$ cat src/rtl/chan_gate_pkg.sv
package chan_gate_pkg;

  typedef enum logic [1:0] {
    PAD_HIGH = 2'd0,
    PAD_DATA = 2'd1,
    PAD_HIZ  = 2'd2
  } pad_mode_e;

  // Priority chain below reset: drive pin, then run bit, then channel bit.
  function automatic logic chan_allowed(input logic drive_pin,
                                        input logic run,
                                        input logic chan_bit);
    logic ok;
    if (!drive_pin)     ok = 1'b0;
    else if (!run)      ok = 1'b0;
    else if (!chan_bit) ok = 1'b0;
    else                ok = 1'b1;
    return ok;
  endfunction

  // Pad behaviour from resolved enable and the group's captured mode.
  function automatic pad_mode_e pad_select(input logic allow,
                                           input logic hiz_mode);
    pad_mode_e pm;
    if (allow)         pm = PAD_DATA;
    else if (hiz_mode) pm = PAD_HIZ;
    else               pm = PAD_HIGH;
    return pm;
  endfunction

endpackage

$ cat src/rtl/cdc_sync.sv
module cdc_sync #(
  parameter int WIDTH  = 1,
  parameter int STAGES = 2
) (
  input  logic             clk,
  input  logic [WIDTH-1:0] d,
  output logic [WIDTH-1:0] q
);
  logic [WIDTH-1:0] stg [STAGES];

  always_ff @(posedge clk) begin
    stg[0] <= d;
    for (int i = 1; i < STAGES; i++) begin
      stg[i] <= stg[i-1];
    end
  end

  assign q = stg[STAGES-1];
endmodule

$ cat src/rtl/chan_gate_group.sv
module chan_gate_group
  import chan_gate_pkg::*;
#(
  parameter int NSTR = 16
) (
  input  logic            clk,
  input  logic            rst_n,
  input  logic            chan_start,
  input  logic            drive_s,
  input  logic            run_bit,
  input  logic            mode_hiz,
  input  logic [NSTR-1:0] ch_en,
  output logic [NSTR-1:0] drive,
  output logic [NSTR-1:0] hiz
);
  logic boundary_load;
  assign boundary_load = chan_start;

  for (genvar s = 0; s < NSTR; s++) begin : g_str
    logic      allow_q;
    pad_mode_e pm;

    always_ff @(posedge clk or negedge rst_n) begin
      if (!rst_n)             allow_q <= 1'b0;
      else if (boundary_load) allow_q <= chan_allowed(drive_s, run_bit, ch_en[s]);
    end

    assign pm       = pad_select(allow_q & rst_n, mode_hiz);
    assign drive[s] = (pm == PAD_DATA);
    assign hiz[s]   = (pm == PAD_HIZ);

    AST_STABLE_MID_CHANNEL: assert property (@(posedge clk) disable iff (!rst_n)
      !$past(boundary_load) |-> ($stable(drive[s]) && $stable(hiz[s]))) else $error("mid-channel change");
    AST_DRIVE_NEEDS_ALL: assert property (@(posedge clk) disable iff (!rst_n)
      $rose(drive[s]) |-> $past(boundary_load && drive_s && run_bit && ch_en[s])) else $error("drive without all enables");
  end
endmodule

$ cat src/rtl/chan_drive_arbiter.sv
module chan_drive_arbiter #(
  parameter int NGRP        = 2,
  parameter int NSTR        = 16,
  parameter int SYNC_STAGES = 2
) (
  input  logic                 clk,
  input  logic                 rst_n,
  input  logic                 drive_en_pin,
  input  logic                 run_bit,
  input  logic [NGRP-1:0]      strap_pin,
  input  logic                 chan_start,
  input  logic [NGRP*NSTR-1:0] chan_en,
  output logic [NGRP*NSTR-1:0] data_drive,
  output logic [NGRP*NSTR-1:0] pad_hiz
);
  localparam int NOUT = NGRP * NSTR;

  logic            drive_s;
  logic [NGRP-1:0] strap_s;
  logic [NGRP-1:0] mode_q;
  logic            in_run_q;

  cdc_sync #(.WIDTH(1), .STAGES(SYNC_STAGES)) u_drive_sync (
    .clk(clk), .d(drive_en_pin), .q(drive_s)
  );

  cdc_sync #(.WIDTH(NGRP), .STAGES(SYNC_STAGES)) u_strap_sync (
    .clk(clk), .d(strap_pin), .q(strap_s)
  );

  // Mode tracks the strap only while reset is held, then freezes.
  always_ff @(posedge clk) begin
    if (!rst_n) mode_q <= strap_s;
  end

  always_ff @(posedge clk or negedge rst_n) begin
    if (!rst_n) in_run_q <= 1'b0;
    else        in_run_q <= 1'b1;
  end

  for (genvar g = 0; g < NGRP; g++) begin : g_grp
    chan_gate_group #(.NSTR(NSTR)) u_grp (
      .clk       (clk),
      .rst_n     (rst_n),
      .chan_start(chan_start),
      .drive_s   (drive_s),
      .run_bit   (run_bit),
      .mode_hiz  (mode_q[g]),
      .ch_en     (chan_en[g*NSTR +: NSTR]),
      .drive     (data_drive[g*NSTR +: NSTR]),
      .hiz       (pad_hiz[g*NSTR +: NSTR])
    );
  end

  AST_MODE_HOLD: assert property (@(posedge clk) disable iff (!rst_n)
    in_run_q |-> $stable(mode_q)) else $error("mode changed after reset");
  AST_EXCLUSIVE: assert property (@(posedge clk) disable iff (!rst_n)
    (data_drive & pad_hiz) == {NOUT{1'b0}}) else $error("drive and hiz both set");
endmodule

$ cat config.mk
export PLATFORM = sky130hd
export DESIGN_NAME = chan_drive_arbiter
export DESIGN_NICKNAME = d
export VERILOG_FILES = /design/src/rtl/chan_gate_pkg.sv /design/src/rtl/cdc_sync.sv /design/src/rtl/chan_gate_group.sv /design/src/rtl/chan_drive_arbiter.sv
export SDC_FILE = /design/constraint.sdc
export NUM_CORES = 1
export LEC_CHECK = 0
export BUFFER_PORTS_ARGS = -buffer_cell sky130_fd_sc_hd__buf_2
export CAP_MARGIN = 20
export CORE_UTILIZATION = 47
export DETAILED_ROUTE_END_ITERATION = 8
export HOLD_SLACK_MARGIN = 0.02
export PLACE_DENSITY = 0.91
export SLEW_MARGIN = 20
export SYNTH_ARGS = -nofsm -noshare
export SYNTH_HDL_FRONTEND = slang
export SYNTH_HIERARCHICAL = 1
export SYNTH_SLANG_ARGS = --single-unit
$ cat constraint.sdc
create_clock -name clk -period 1.4 [get_ports clk]
set_clock_uncertainty 0.15 [all_clocks]
set_input_delay 0.35 -clock clk [delete_from_list [all_inputs] [get_ports clk]]
set_output_delay 0.35 -clock clk [all_outputs]
set_load 0.02 [all_outputs]
After elaboration in Yosys (flattened, before gate mapping)
Memories as Yosys holds them, arrays and structs flattened. A register that Yosys moved wholly into a read port is not among the register bits.
Index checks and enable logic that the tools add are counted.

word-level totals
  flip-flop bits (word level) = 32
  memory bits (writable) = 6
  bits of input ports = 39
  output and inout bits = 64
  word-level logic and storage cells = 261
  memories kept = 2

memory list
  name              words  bits a word  read ports  clocked after memory_dff  wr ports  RTL line       RTL
  u_strap_sync.stg  2      2            2           1                         2         cdc_sync.sv:9  logic [WIDTH-1:0] stg [STAGES];
  u_drive_sync.stg  2      1            2           0                         2         cdc_sync.sv:9

cells by class
  equal/unequal tests = 64
  muxes and demuxes = 130
  bitwise operators = 32
  reductions and logical operators = 1

operators by type and width
  kind                                                  count
  2-to-1 mux 1 bit                                      96
  2-to-1 mux 2 bit                                      34
  equality test 2 x 1 -> 1 bit (second input constant)  32
  equality test 2 bit (second input constant)           32
  AND 1 bit                                             32
  zero test 1 bit                                       1

Longest topological paths before layout
  depth in word-level cells = 3
  mapped depth = 3
  depth with buffers taken out = 2

Hierarchy
Netlist, hierarchy kept.

modules (own cells, without submodules)
  module                   instances  cells each  area each (um^2)  seq. area each (um^2)
  chan_gate_group          2          103         1007.2            400.4
  cdc_sync (u_strap_sync)  1          6           95.1              80.1
  chan_drive_arbiter       1          3           63.8              60.1
  cdc_sync (u_drive_sync)  1          2           40.0              40.0

Worst setup path after synthesis
No wires, ideal clock.

  kind = in2out
  from = in rst_n
  to = out pad_hiz[12]
  data arrival time = 0.941 ns
  required time = 0.900 ns
  path slack = -0.041 ns
  cell stages on the path = 3
  buffers on the path = 1
  path through = buf_6 > and2_4 > nor2b_1

on the way
  longest elaborated chain between the ends = 3

ends and longest elaborated chain
  element              RTL line                  RTL
  start, declared      chan_drive_arbiter.sv:7   input logic rst_n,
  AND 1 bit            chan_gate_group.sv:28     assign pm = pad_select(allow_q & rst_n, mode_hiz);
  2-to-1 mux 2 bit     chan_gate_pkg.sv:25       if (allow) pm = PAD_DATA;
  equality test 2 bit  chan_gate_group.sv:30     assign hiz[s] = (pm == PAD_HIZ);
  end, declared        chan_drive_arbiter.sv:14  output logic [NGRP*NSTR-1:0] pad_hiz

Every way passes these cells.

Final worst setup path
  from = reg mode_q[0] (read register of u_strap_sync.stg)
  to = out pad_hiz[3]

on the way
  longest elaborated chain between the ends = 3

ends and longest elaborated chain
  element              RTL line                  RTL
  start, declared      chan_drive_arbiter.sv:20  logic [NGRP-1:0] mode_q;
  2-to-1 mux 2 bit     chan_gate_pkg.sv:26       else if (hiz_mode) pm = PAD_HIZ;
  2-to-1 mux 2 bit     chan_gate_pkg.sv:25
  equality test 2 bit  chan_gate_group.sv:30

Every way passes these cells.

==> impl_summary.log <==
INFO  metric outcome = finished, violations left
INFO  metric violated_checks = design-rule violations, negative setup slack
INFO  metric critPathLaunchType = register
INFO  metric ios = about 100
INFO  metric synth-compound-area-share = between 10% and 20%
INFO  metric async_reset_ff_share = around four fifths
INFO  metric nNetsFinal = between 300 and 400
INFO  metric cts_root_buffer = sky130_fd_sc_hd__clkbuf_8
INFO  metric detail_route.wirelength = 6560 um
INFO  metric gr-total-overflow = 0
INFO  metric cp_cell_sequence = buf_12 -> nor2b_2 -> buf_2
INFO  metric place_worst_setup_slack = -0.199 ns
INFO  metric final.setup.worst_slack = -0.294 ns
INFO  metric synth.largest_area_cell = sky130_fd_sc_hd__dfrtp_1
INFO  metric layout_min_cycle_time = approximately 1.7 ns
INFO  metric critPathArrivalTime = around 1.2 ns
INFO  metric worst-endpoint-required = approximately 0.90 ns
INFO  metric post-synth-top-area-fraction = between 30 and 40%
INFO  metric synthSimpleGateAreaFrac = between 20 and 30%
INFO  metric syn-instance-count = 217
INFO  metric post-synth-top-count-cell = sky130_fd_sc_hd__inv_1
INFO  metric ys_dominant_reg_cell = sky130_fd_sc_hd__dfrtp_1
INFO  metric global_route.usage.total = 23.0%
INFO  metric post_synth_num_cell_types = 15
INFO  metric cp_top_family = flip-flops
INFO  metric ys_seq_area_share = 44.3%
INFO  metric multiInputGateArea = approximately 1100 um2
INFO  metric irDropWorstVdd = between 500 and 600 uV
INFO  metric powerDensity = between 700 and 800 nW/um2
INFO  metric synthesis.area = 2210 um2
INFO  metric synthTopCellsByArea = sky130_fd_sc_hd__dfrtp_1 36%, sky130_fd_sc_hd__o22ai_2 16%, sky130_fd_sc_hd__and2_4 7.9%
INFO  metric start_to_end_type_of_the_worst_setup_path = register to output port
INFO  metric largest_net_degree_at_the_start_of_global_routing = 36
INFO  metric cts.sinks = 40
INFO  metric rsz0062_at_grt = true
INFO  metric report.final.slew_viol_count = 0
INFO  metric report.final.hold_viol_count = 0
INFO  metric transition_time_at_the_pin_with_the_least_slew_margin = 0.553 ns
INFO  metric grt_pass1_vias = about 2,000
INFO  metric starting_density_of_the_core = 49.8%
INFO  metric max_freq = roughly 590 MHz
INFO  metric synth_adder_area_share = 0%
INFO  metric static-leakage-power = 1.85 nW
INFO  metric max-slew-margin-rel = 63.0%
INFO  metric p_total = 2.94 mW
INFO  metric remaining_drc_errors = 12
INFO  metric cpPeakStageDelay = 0.42 ns
INFO  metric fp.dieArea = about 5000 um2
INFO  metric grt_first_pass_wirelength = roughly 8900 um
INFO  metric detailroute.via_count = roughly 2,000
INFO  metric synth_xor_area_share = 0%
INFO  metric drt_first_pass_iters = 6
INFO  metric place.port_buffers = a little over 100
INFO  metric ctsLongestPathBuffers = 2
INFO  metric drive_above_1_share = roughly two thirds
INFO  metric critical_path.n_buffers_inverters = 2
INFO  metric timing.critical_path.fanout_max = 16
INFO  metric post_drt_via_cell_ratio = about 5
INFO  metric detail_route.wl_per_cell = around 16 um
INFO  metric yosys-mux-area-fraction = 0%
INFO  metric period_share = 121%
INFO  metric cts_tree = yes
INFO  metric insertion_delay = around 0.29 ns
INFO  metric filler_cell_count_in_the_final_layout = 220
INFO  metric hold_class = input port to asynchronous set/reset pin
INFO  metric syn_nets = between 200 and 300
INFO  metric die_height = 70.6 um
INFO  metric seqCellArea = 981 um2
INFO  metric max_cap_violations = 0
INFO  metric post_detailed_route_count_of_antenna_violating_nets = 0
INFO  metric drtIter0Drc = approximately 160
INFO  metric die_width = roughly 70 um
INFO  metric timing.critical_path.slowest_stage_cell = sky130_fd_sc_hd__edfxtp_1
INFO  metric floorplan.core_area = ~4400 um2
INFO  metric routabilityCongestion = 0.711
INFO  metric synth.top_cells.by_count = 33 x sky130_fd_sc_hd__inv_1, 32 x sky130_fd_sc_hd__dfrtp_1, 32 x sky130_fd_sc_hd__nand2_1, 28 x sky130_fd_sc_hd__o22ai_2, 20 x sky130_fd_sc_hd__and2_4
INFO  metric synthesis.area_per_instance = 10.2 um2
INFO  metric count_of_flip_flops_with_a_built_in_enable_after_synthesis = 2
INFO  metric htree_levels = 2
INFO  metric antenna_found_initial = 0
INFO  metric setup.worst_path.end_class = output port
INFO  metric synth_seq_cells = 40
INFO  metric place_hpwl = roughly 3500 um
INFO  metric cts_buffers = 5
INFO  metric floorplan.rows = 24
INFO  metric dominant_combinational_cell_family_by_area_after_synthesis = simple AND/OR/NAND/NOR gates
INFO  metric setup_violations = 64
INFO  metric ys.warnings.count = 6
INFO  metric areaGrowthSynthToFinish = 66.7%
INFO  metric cts.reportedPaths.clkPinSlew = 0.08 ns
INFO  metric diodes = 0
-- worst paths after layout --
check / end / cells past startpoint / from / slack [ns]
worst max-delay path: pad_hiz[3] / 3 / mode_q[0] / -0.29
worst min-delay path: g_grp[0].u_grp/g_str[10].allow_q / 3 / rst_n / 0.06
worst max register to register: g_grp[0].u_grp/g_str[0].allow_q / 2 / u_drive_sync/stg[0][1] / 0.24
worst min register to register: u_strap_sync/stg[0][3] / 0 / u_strap_sync/stg[0][1] / 0.18
max in group asynchronous: g_grp[0].u_grp/g_str[7].allow_q / 3 / rst_n / 0.02
min in group clk: g_grp[1].u_grp/g_str[14].allow_q / 3 / chan_en[30] / 0.15
-- sequential cells by signal, summed over array words and instances, names as in the netlist --
name,count
u_strap_sync/stg,4
u_drive_sync/stg,2
g_grp.u_grp/g_str.allow_q,32
mode_q,2
-- cell usage in the layout (no fill, tap or decap), drive strengths merged --
cell         instances
and2                32
buf                140
bufbuf               1
clkbuf               6
clkinv               2
dfrtp               32
dfxtp                6
dlygate4sd3          5
edfxtp               2
inv                 33
nand2               34
nor2b               32
o22ai               32
-- routing by layer --
metal  GRT usage, %  vias up  share of wire, %  wire length (um)
met5              0        -                 0                 0
met4           9.56        0               2.5               162
li1               -      960                 -                 -
met3           4.99       17               4.1               268
met2           45.3       78                57              3740
met1           23.3      981                36              2390
-- metrics by stage --
stage	instance area (um2)	instances	setup TNS [ns]	hold slack [ns]	util, %
after floorplan	2260	217	0	-0.0956	-
after global placement	2870	369	-7.50	0.160	64.6
after detailed placement	2870	369	-8.44	0.162	64.6
after CTS	3430	396	-9.93	0.0522	77.3
after global routing	3690	409	-13.21	0.0588	83.0
final	3690	409	-9.92	0.0573	83.0
-- final cells by class --
cell class / instances / share of cell area, %
Timing Repair Buffer: 146 / 35.7
Multi-Input combinational cell: 130 / 30.0
Sequential cell: 40 / 26.6
Inverter: 33 / 3.36
Clock buffer: 6 / 2.24
Tap cell: 52 / 1.76
Clock inverter: 2 / 0.271
-- report_power, final --
group	total, mW	leakage [nW]	internal, mW	switching, mW
clock network	0.791	0.0510	0.393	0.398
logic	0.891	1.29	0.467	0.425
registers	1.26	0.501	1.23	0.0349
total	2.94	1.85	2.08	0.857
-- timing repair --
| item | CTS | global route |
|---|---|---|
| hold buffers | 5 | 1 |
| setup buffers | 11 | 13 |
| endpoints found under the hold margin | 19 | 11 |
| gates cloned | 3 | 0 |
| endpoints found under the setup margin | 64 | 75 |
| pin swaps | 28 | 2 |
| resized for setup | 77 | 48 |
-- tightest hold or removal path: stages --
cell,delay [ns]
sky130_fd_sc_hd__buf_12,0.12
sky130_fd_sc_hd__bufbuf_16,0.25
sky130_fd_sc_hd__buf_4,0.11
-- kinds of logic (layout without fill, tap and decap cells) --
group / Yosys count / in the layout
DFF: 40 / 40
buffers and inverters: 47 / 187
and+or+nand+nor: 98 / 98
AOI/OAI and AO/OA: 32 / 32
(Power assumes the default switching activity.)
